===== config.mk =====
export PLATFORM = sky130hd
export DESIGN_NAME = far_pc_unit
export DESIGN_NICKNAME = d
export VERILOG_FILES = /design/src/rtl/fpu_pkg.sv /design/src/rtl/fpu_sp_ctr.sv /design/src/rtl/fpu_vec_gen.sv /design/src/rtl/far_pc_unit.sv
export SDC_FILE = /design/constraint.sdc
export NUM_CORES = 1
export LEC_CHECK = 0
export ABC_AREA = 1
export CAP_MARGIN = 20
export CORE_ASPECT_RATIO = 0.7
export CORE_UTILIZATION = 25
export CTS_CLUSTER_DIAMETER = 60
export CTS_CLUSTER_SIZE = 40
export DETAILED_ROUTE_END_ITERATION = 8
export GPL_ROUTABILITY_DRIVEN = 0
export PLACE_DENSITY = 0.49
export SYNTH_ARGS = -nofsm -noshare
export SYNTH_HDL_FRONTEND = slang
export SYNTH_SLANG_ARGS = --single-unit

===== constraint.sdc =====
create_clock -name clk -period 5.63 [get_ports clk]
set_input_delay 1.126 -clock clk [delete_from_list [all_inputs] [get_ports clk]]
set_output_delay 1.126 -clock clk [all_outputs]
set_load 0.05 [all_outputs]

===== src/rtl/fpu_pkg.sv =====
package fpu_pkg;
    typedef enum logic [2:0] {
        OP_JMP   = 3'd0,
        OP_JMPF  = 3'd1,
        OP_CALL  = 3'd2,
        OP_CALLF = 3'd3,
        OP_RETF  = 3'd4,
        OP_IRQ   = 3'd5,
        OP_RTI   = 3'd6,
        OP_BRA   = 3'd7
    } op_e;

    typedef enum logic [2:0] {
        ST_IDLE,
        ST_PUSH,
        ST_POP,
        ST_VEC,
        ST_BRANCH
    } state_e;
endpackage


===== src/rtl/fpu_sp_ctr.sv =====
module fpu_sp_ctr #(
    parameter int SP_W = 16,
    parameter logic [SP_W-1:0] SP_RESET = 16'h0100
) (
    input  logic            clk,
    input  logic            rst_n,
    input  logic            dec,
    input  logic            inc,
    output logic [SP_W-1:0] sp
);
    always_ff @(posedge clk) begin
        if (!rst_n)   sp <= SP_RESET;
        else if (dec) sp <= sp - 1'b1;
        else if (inc) sp <= sp + 1'b1;
    end
endmodule


===== src/rtl/fpu_vec_gen.sv =====
module fpu_vec_gen #(
    parameter int PC_W  = 24,
    parameter int EXC_W = 2,
    parameter int NB    = 3,
    parameter int CNT_W = 2,
    parameter logic [PC_W-1:0] VEC_BASE = 24'hFFFFF0
) (
    input  logic [EXC_W-1:0] exc,
    input  logic [CNT_W-1:0] idx,
    output logic [PC_W-1:0]  addr
);
    always_comb begin
        addr = VEC_BASE + PC_W'(exc) * PC_W'(NB) + PC_W'(idx);
    end
endmodule


===== src/rtl/far_pc_unit.sv =====
module far_pc_unit
    import fpu_pkg::*;
#(
    parameter int PC_W   = 24,
    parameter int NEAR_W = 16,
    parameter int BYTE_W = 8,
    parameter int SP_W   = 16,
    parameter int EXC_W  = 2,
    parameter logic [PC_W-1:0] PC_RESET = 24'h000000,
    parameter logic [SP_W-1:0] SP_RESET = 16'h0100,
    parameter logic [PC_W-1:0] VEC_BASE = 24'hFFFFF0
) (
    input  logic              clk,
    input  logic              rst_n,
    input  logic              cmd_valid,
    input  logic [2:0]        cmd,
    input  logic [PC_W-1:0]   target,
    input  logic              taken,
    input  logic [EXC_W-1:0]  exc_num,
    output logic              busy,
    output logic [PC_W-1:0]   pc,
    output logic [SP_W-1:0]   sp,
    output logic              push_en,
    output logic [BYTE_W-1:0] push_data,
    output logic              pop_en,
    input  logic [BYTE_W-1:0] pop_data,
    output logic              vec_rd,
    output logic [PC_W-1:0]   vec_addr,
    input  logic [BYTE_W-1:0] vec_data
);
    localparam int NB      = PC_W / BYTE_W;
    localparam int NEAR_NB = NEAR_W / BYTE_W;
    localparam int CNT_W   = $clog2(NB + 1);
    localparam int HI_W    = PC_W - NEAR_W;

    state_e              state, state_nx;
    op_e                 op;
    logic [CNT_W-1:0]    cnt, nbytes;
    logic                far_q, irq_q, taken_q, accept, last;
    logic [PC_W-1:0]     tgt_q, acc;
    logic [EXC_W-1:0]    exc_q;
    logic [PC_W-1:0]     pc_q;

    assign op     = op_e'(cmd);
    assign accept = cmd_valid && (state == ST_IDLE);
    assign last   = (cnt == nbytes - 1'b1);

    fpu_sp_ctr #(.SP_W(SP_W), .SP_RESET(SP_RESET)) u_sp (
        .clk(clk), .rst_n(rst_n), .dec(push_en), .inc(pop_en), .sp(sp)
    );

    fpu_vec_gen #(.PC_W(PC_W), .EXC_W(EXC_W), .NB(NB), .CNT_W(CNT_W),
                  .VEC_BASE(VEC_BASE)) u_vec (
        .exc(exc_q), .idx(cnt), .addr(vec_addr)
    );

    // next state
    always_comb begin
        state_nx = state;
        unique case (state)
            ST_IDLE: if (accept) begin
                unique case (op)
                    OP_CALL, OP_CALLF, OP_IRQ: state_nx = ST_PUSH;
                    OP_RETF, OP_RTI:           state_nx = ST_POP;
                    OP_BRA:                    state_nx = ST_BRANCH;
                    default:                   state_nx = ST_IDLE;
                endcase
            end
            ST_PUSH:   if (last) state_nx = irq_q ? ST_VEC : ST_IDLE;
            ST_POP:    if (last) state_nx = ST_IDLE;
            ST_VEC:    if (last) state_nx = ST_IDLE;
            ST_BRANCH: state_nx = ST_IDLE;
            default:   state_nx = ST_IDLE;
        endcase
    end

    // state register
    always_ff @(posedge clk) begin
        if (!rst_n) state <= ST_IDLE;
        else        state <= state_nx;
    end

    // datapath
    always_ff @(posedge clk) begin
        if (!rst_n) begin
            pc_q    <= PC_RESET;
            cnt     <= '0;
            nbytes  <= CNT_W'(NB);
            far_q   <= 1'b0;
            irq_q   <= 1'b0;
            taken_q <= 1'b0;
            tgt_q   <= '0;
            acc     <= '0;
            exc_q   <= '0;
        end else begin
            unique case (state)
                ST_IDLE: if (accept) begin
                    cnt     <= '0;
                    tgt_q   <= target;
                    taken_q <= taken;
                    exc_q   <= exc_num;
                    irq_q   <= (op == OP_IRQ);
                    far_q   <= (op != OP_CALL);
                    nbytes  <= (op == OP_CALL) ? CNT_W'(NEAR_NB) : CNT_W'(NB);
                    if (op == OP_JMP)  pc_q[NEAR_W-1:0] <= target[NEAR_W-1:0];
                    if (op == OP_JMPF) pc_q <= target;
                end
                ST_PUSH: begin
                    cnt <= last ? '0 : cnt + 1'b1;
                    if (last) begin
                        nbytes <= CNT_W'(NB);
                        if (!irq_q) begin
                            if (far_q) pc_q <= tgt_q;
                            else       pc_q[NEAR_W-1:0] <= tgt_q[NEAR_W-1:0];
                        end
                    end
                end
                ST_POP: begin
                    cnt <= cnt + 1'b1;
                    acc <= {acc[PC_W-BYTE_W-1:0], pop_data};
                    if (last) pc_q <= {acc[PC_W-BYTE_W-1:0], pop_data};
                end
                ST_VEC: begin
                    cnt <= cnt + 1'b1;
                    acc <= {vec_data, acc[PC_W-1:BYTE_W]};
                    if (last) pc_q <= {vec_data, acc[PC_W-1:BYTE_W]};
                end
                ST_BRANCH: begin
                    if (taken_q)
                        pc_q <= pc_q + {{HI_W{tgt_q[NEAR_W-1]}}, tgt_q[NEAR_W-1:0]};
                end
                default: ;
            endcase
        end
    end

    // outputs
    always_comb begin
        busy      = (state != ST_IDLE);
        push_en   = (state == ST_PUSH);
        pop_en    = (state == ST_POP);
        vec_rd    = (state == ST_VEC);
        push_data = BYTE_W'(pc_q >> (int'(cnt) * BYTE_W));
        pc        = pc_q;
    end
endmodule


==> After elaboration in Yosys (flattened, before gate mapping) <==
Cells that the tools add are included.
{ "classes": {"n_addsub": 7, "multipliers": 1, "n_eq_ne": 23, "shifts": 1, "n_mux": 26, "reduce_logical": 18} }
{ "ops": {"columns": ["operator", "n"], "rows": [
  ["24-bit two-way mux", 7],
  ["24-bit one-hot mux with 5 select lines", 1],
  ["16-bit two-way mux", 3],
  ["24-bit one-hot mux with 2 select lines", 1],
  ["24-bit by 2-bit adder with 24-bit output", 1],
  ["24-bit adder", 1],
  ["24-bit by 5-bit >> shifter with 8-bit output", 1],
  ["3-bit one-hot mux with 3 select lines", 2],
  ["16-bit by 1-bit adder with 16-bit output, second input constant", 1],
  ["16-bit by 1-bit subtractor with 16-bit output, second input constant", 1],
  ["3-bit equality test, second input constant", 5],
  ["3-bit by 2-bit equality test with 1-bit output, second input constant", 4],
  ["2-bit by 1-bit != test with 1-bit output, second input constant", 6],
  ["2-bit two-way mux", 5],
  ["3-bit two-way mux", 3],
  ["9-bit AND reduction", 1],
  ["8-bit two-way mux", 1],
  ["8-bit AND reduction", 1],
  ["5-bit by 5-bit adder with 6-bit output, first input constant", 1],
  ["3-bit by 1-bit equality test with 1-bit output, second input constant", 2],
  ["3-bit zero test", 2],
  ["2-bit != test, second input constant", 3],
  ["2-bit one-hot mux with 3 select lines", 1],
  ["3-bit AND reduction", 2],
  ["15 further kinds", 20]
]} }
{ "word_totals": {"ff_bits": 100, "inputBits": 49, "output_inout_bits": 76} }

==> Longest topological paths before layout <==
{ "logic_depth": {"word_depth": 5, "mapped_depth": 16, "depth_no_buf": 14} }

==> Cells and area by module <==
Synthesis repeated with hierarchy kept, for this count alone.
{ "hier_totals": {"cells_unflattened": 1210, "area_unflattened_um2": 7380.8} }
{ "modules_own_cells": {"columns": ["module", "n_inst", "cells_each", "area_per_inst_um2", "seq_area_each_um2"], "rows": [
  ["far_pc_unit", 1, 917, 5615.4, 1661.6],
  ["fpu_sp_ctr", 1, 256, 1496.4, 320.3],
  ["fpu_vec_gen", 1, 37, 269.0, 0.0]
]} }

==> Worst setup path after synthesis <==
No wires, ideal clock.
{ "synth_timing": {"kind": "register to register", "from": "register state[0]", "to": "register u_sp.sp[15]", "setup_ns": 0.117, "arrival_time_ns": 3.054, "setup_slack_ns": 2.459, "stages_incl_launch_ff": 15, "period_less_slack_ns": 3.171, "cell_sequence": "dfxtp_1 nand3_1 buf_2 inv_2 clkbuf_1 ha_1 a21oi_1 a21boi_0 nand3_1 nand2_1 inv_1 o21ai_0 nand3_1 nand2_1 nor2_1"} }
{ "synth_via": {"elab_chain_cells": 2, "word_cells_on_any_way": 4, "classes_between": "eq/ne: 2; mux: 1; reduce/logical: 1"} }
{ "synth_rtl": {"columns": ["item", "line", "source"], "rows": [
  ["start, declared", "far_pc_unit.sv:36", "state_e state, state_nx;"],
  ["start signal, assigned", "far_pc_unit.sv:80", "else state <= state_nx;"],
  ["3-bit by 1-bit equality test with 1-bit output (*)", "far_pc_unit.sv:140", "push_en = (state == ST_PUSH);"],
  ["net push_en", "far_pc_unit.sv:23", "output logic push_en,"],
  ["16-bit two-way mux / 2-bit nonzero test (equally long branches)", null, null],
  ["end signal, assigned", "fpu_sp_ctr.sv:13", "else if (dec) sp <= sp - 1'b1;"],
  ["end signal, assigned", "fpu_sp_ctr.sv:14", "else if (inc) sp <= sp + 1'b1;"],
  ["end, declared", "fpu_sp_ctr.sv:9", "output logic [SP_W-1:0] sp"]
]} }
Mark *: on every way through the listed nets, which the timed path passes. The rest lies on a longest branch.
A chain may end at the register's enable or synchronous reset.

==> Final worst setup path <==
{ "layout_timing": {"from": "register state[1]", "to": "output pop_en"} }
{ "layout_via": {"elab_chain_cells": 1} }
{ "layout_rtl": {"columns": ["item", "line", "source"], "rows": [
  ["3-bit by 2-bit equality test with 1-bit output", "far_pc_unit.sv:141", "pop_en = (state == ST_POP);"],
  ["end, declared", "far_pc_unit.sv:25", "output logic pop_en,"]
]} }
Every way passes these cells.

==> run metrics <==
starting density of the core=25.5%; WHS=0.460 ns; Non-Filler Instances=around 1.6k; Slew HR=39.0%; start point of the worst hold path=taken_q; fmax=between 200 and 250 MHz; main flop type after synthesis=dfxtp_1; clock tree buffer depth=2; Slew @ Worst Pin=0.914 ns; DR WL/cell=16.6 um; EDFF count, synth=0; Crit path top cell by count=inv_1; post-synthesis mux area share=0%; cell with the most instances after synthesis=nand2_1; nets=1314; CP max-delay cell=clkdlybuf4s50_1; Max Slew Vio Count=0; Synth Area in Adders=8.24%; final setup skew=0.0111 ns; die area=29100 sq um; Netlist cell types=43; largest net degree at the start of global routing=80; detailed placement HPWL=20.6 mm; post-CTS setup buffer count=0; CTS sink cnt=99; die extent in x=204 um; CP top delay family=buffers and inverters; CP peak stage delay=0.95 ns; TNS Setup=0 ns; R2R depth=9; main combinational cell family by area after synthesis=simple AND/OR/NAND/NOR gates; Worst setup EP type=primary output; Vias/cell=about 4.7; Clk Latency, worst-skew pair=0.37 ns; Hold WC Path Type=register to register; CP Capture Point=pop_en; Placed Cells=between 1.5k and 2k; cell taking the most area after synthesis=dfxtp_1; Setup violations, final=0; Async SR Flop Fraction=0%; hold buffer count at cts=0; Synth Instances=1133; Antenna Violating Nets Remaining=0; YS warnings=0; IO Port Bufs=between 100 and 150; total number of vias=7437; Num CTS Buffers=9; CTS resizes=0; Final Hold Viols=0; Critical Path Source=state[1]; min cycle time layout=between 4 and 5 ns; Leakage=0.00414 uW; Max Cap Viol=0; H-tree depth=3; worst-path fanout max=20; Synth Area in XOR/XNOR=1.11%; share of cells above drive strength 1=4.41%; Synth area leaders=dfxtp_1 (28%), nand2_1 (15%), inv_1 (8.3%); CP bufs+invs=3; Tcrit/Tclk final=between 70% and 80%; WP data required=4.50 ns; Synth Area in Simple Gates=between 30% and 40%; total wire length=26.6 mm; Die Y=143 um; RSZ-0062 raised after global routing=false; initial antenna violation count=1; Syn Std Cell Area=7110 sq um; Critical Path Source Type=register; row cnt=51; Post-route DRC=0; PD cells=533 nW/um^2; crit path kind=register to primary output; io pins=roughly 130; vias in the first global route=6509; clk root buf=clkbuf_16; Area Growth Syn to Fin=24.3%; first-pass GRT wire length=~40 mm; Starting DRT DRC Count=606; syn_area_per_cell=6.27 sq um; Reg clk slew, reported paths=0.08 ns; Core Area=27900 sq um; proportion of synthesized chip area in sequential cells=27.9%; TritonCTS clock tree=built; drt pass-1 iters=5; Post-Syn Nets=1227; internal reg-to-reg setup slack=2.56 ns; global-route usage over all layers=18.4%; status=completed; crit-path cells=inv_1 -> nor2_2 -> nand2_1 -> inv_1 -> clkdlybuf4s50_1; Synth Area in Compound Gates=19.4%; Max VDD drop=154 uV; final core area utilization=between 30% and 40%; Worst R2R End=pc[5]; Yosys top cell area share=27.9%; most frequent cells after synthesis=nand2_1 (293), inv_1 (158), nor2_1 (112), dfxtp_1 (99), o21ai_0 (83); critical path data arrival time=roughly 3.0 ns; GRT overflow=0; # fillers=3049; Final Power=4710 uW; synthesized flop and latch total=just under 100; CP Depth=5; Worst R2R Start=state[0]
-- flip-flops by register name (all words and copies together), names as in the netlist --
register / cells
acc: 24
tgt_q: 24
cnt: 2
far_q: 1
state: 3
pc: 24
taken_q: 1
u_sp.sp: 16
nbytes: 1
irq_q: 1
exc_q: 2
-- through the flow --
step	area (sq um)	worst slack (ns)
2_1_floorplan	7110	2.46
5_1_grt	8830	1.21
3_3_place_gp	8550	1.96
6_report	8840	1.50
4_1_cts	8830	1.50
3_5_place_dp	8550	1.90
-- cell type report --
type	count	area [sq um]	area share, %
multi-input combinational	815	4210	47.6
clock inverter	7	56.3	0.637
inverter	166	627	7.09
timing repair buffer	129	1270	14.4
sequential	99	1980	22.4
clock buffer	9	225	2.55
tap	371	464	5.25
antenna	1	2.50	0.0283
-- power breakdown --
part           internal (uW)  total, uW  leakage [uW]  switching, uW
registers                895       1140      0.000812            248
clock network            308        637      0.000138            329
logic                    935       2930       0.00319           1990
total                   2140       4710       0.00414           2570
-- cell families (layout without fill, tap and decap cells) --
family                     count (synthesis)  after routing
other                                      0              1
adders and majority gates                 45             45
DFF                                       99             99
xor gates and xnor gates                   9              9
and+or+nand+nor                          519            519
buffers and inverters                    219            311
AOI/OAI and AO/OA                        242            242
-- worst min path at each step --
stage	endpoint	slack [ns]	cells past startpoint
3_3_place_gp	tgt_q[18]	0.45	2
3_5_place_dp	taken_q	0.45	2
6_report	taken_q	0.46	2
2_1_floorplan	taken_q	0.43	2
4_1_cts	taken_q	0.46	2
5_1_grt	taken_q	0.47	2
-- layout by cell type, fill, tap and decap left out, types with 4 or more instances in the layout --
master	instances
a211oi_1	7
a21oi_1	80
a22oi_1	12
a31oi_1	9
buf_4	5
clkbuf_16	9
clkdlybuf4s50_1	123
dfxtp_1	99
ha_1	42
inv_1	158
inv_2	4
inv_6	5
nand2_1	293
nand2_2	4
nand3_1	64
nand3b_1	9
nand4_1	5
nor2_1	112
nor2_2	5
nor3_1	10
o211ai_1	5
o21ai_0	83
o21ai_1	9
o21bai_1	7
o22ai_1	6
o31ai_1	10
or2_2	13
xor2_1	7
-- metal layers --
| metal | share of wire (%) | GRT usage [%] | wire length [um] |
|---|---|---|---|
| met5 | 0 | 0 | 0 |
| met4 | 0.94 | 3.76 | 251 |
| met3 | 5.9 | 2.99 | 1550 |
| met2 | 37 | 24.6 | 9950 |
| met1 | 56 | 29.5 | 14800 |
-- worst register-to-register path: stages (launching register included) --
cell and delay, ns:
dfxtp_1 0.44, nor2_1 0.09, nand2_1 0.38, inv_1 0.53
nand2_1 0.26, nand2_2 0.09, nor2_4 0.60, inv_1 0.33
nor3_1 0.21, nor2_1 0.05
(Power assumes the default switching activity.)
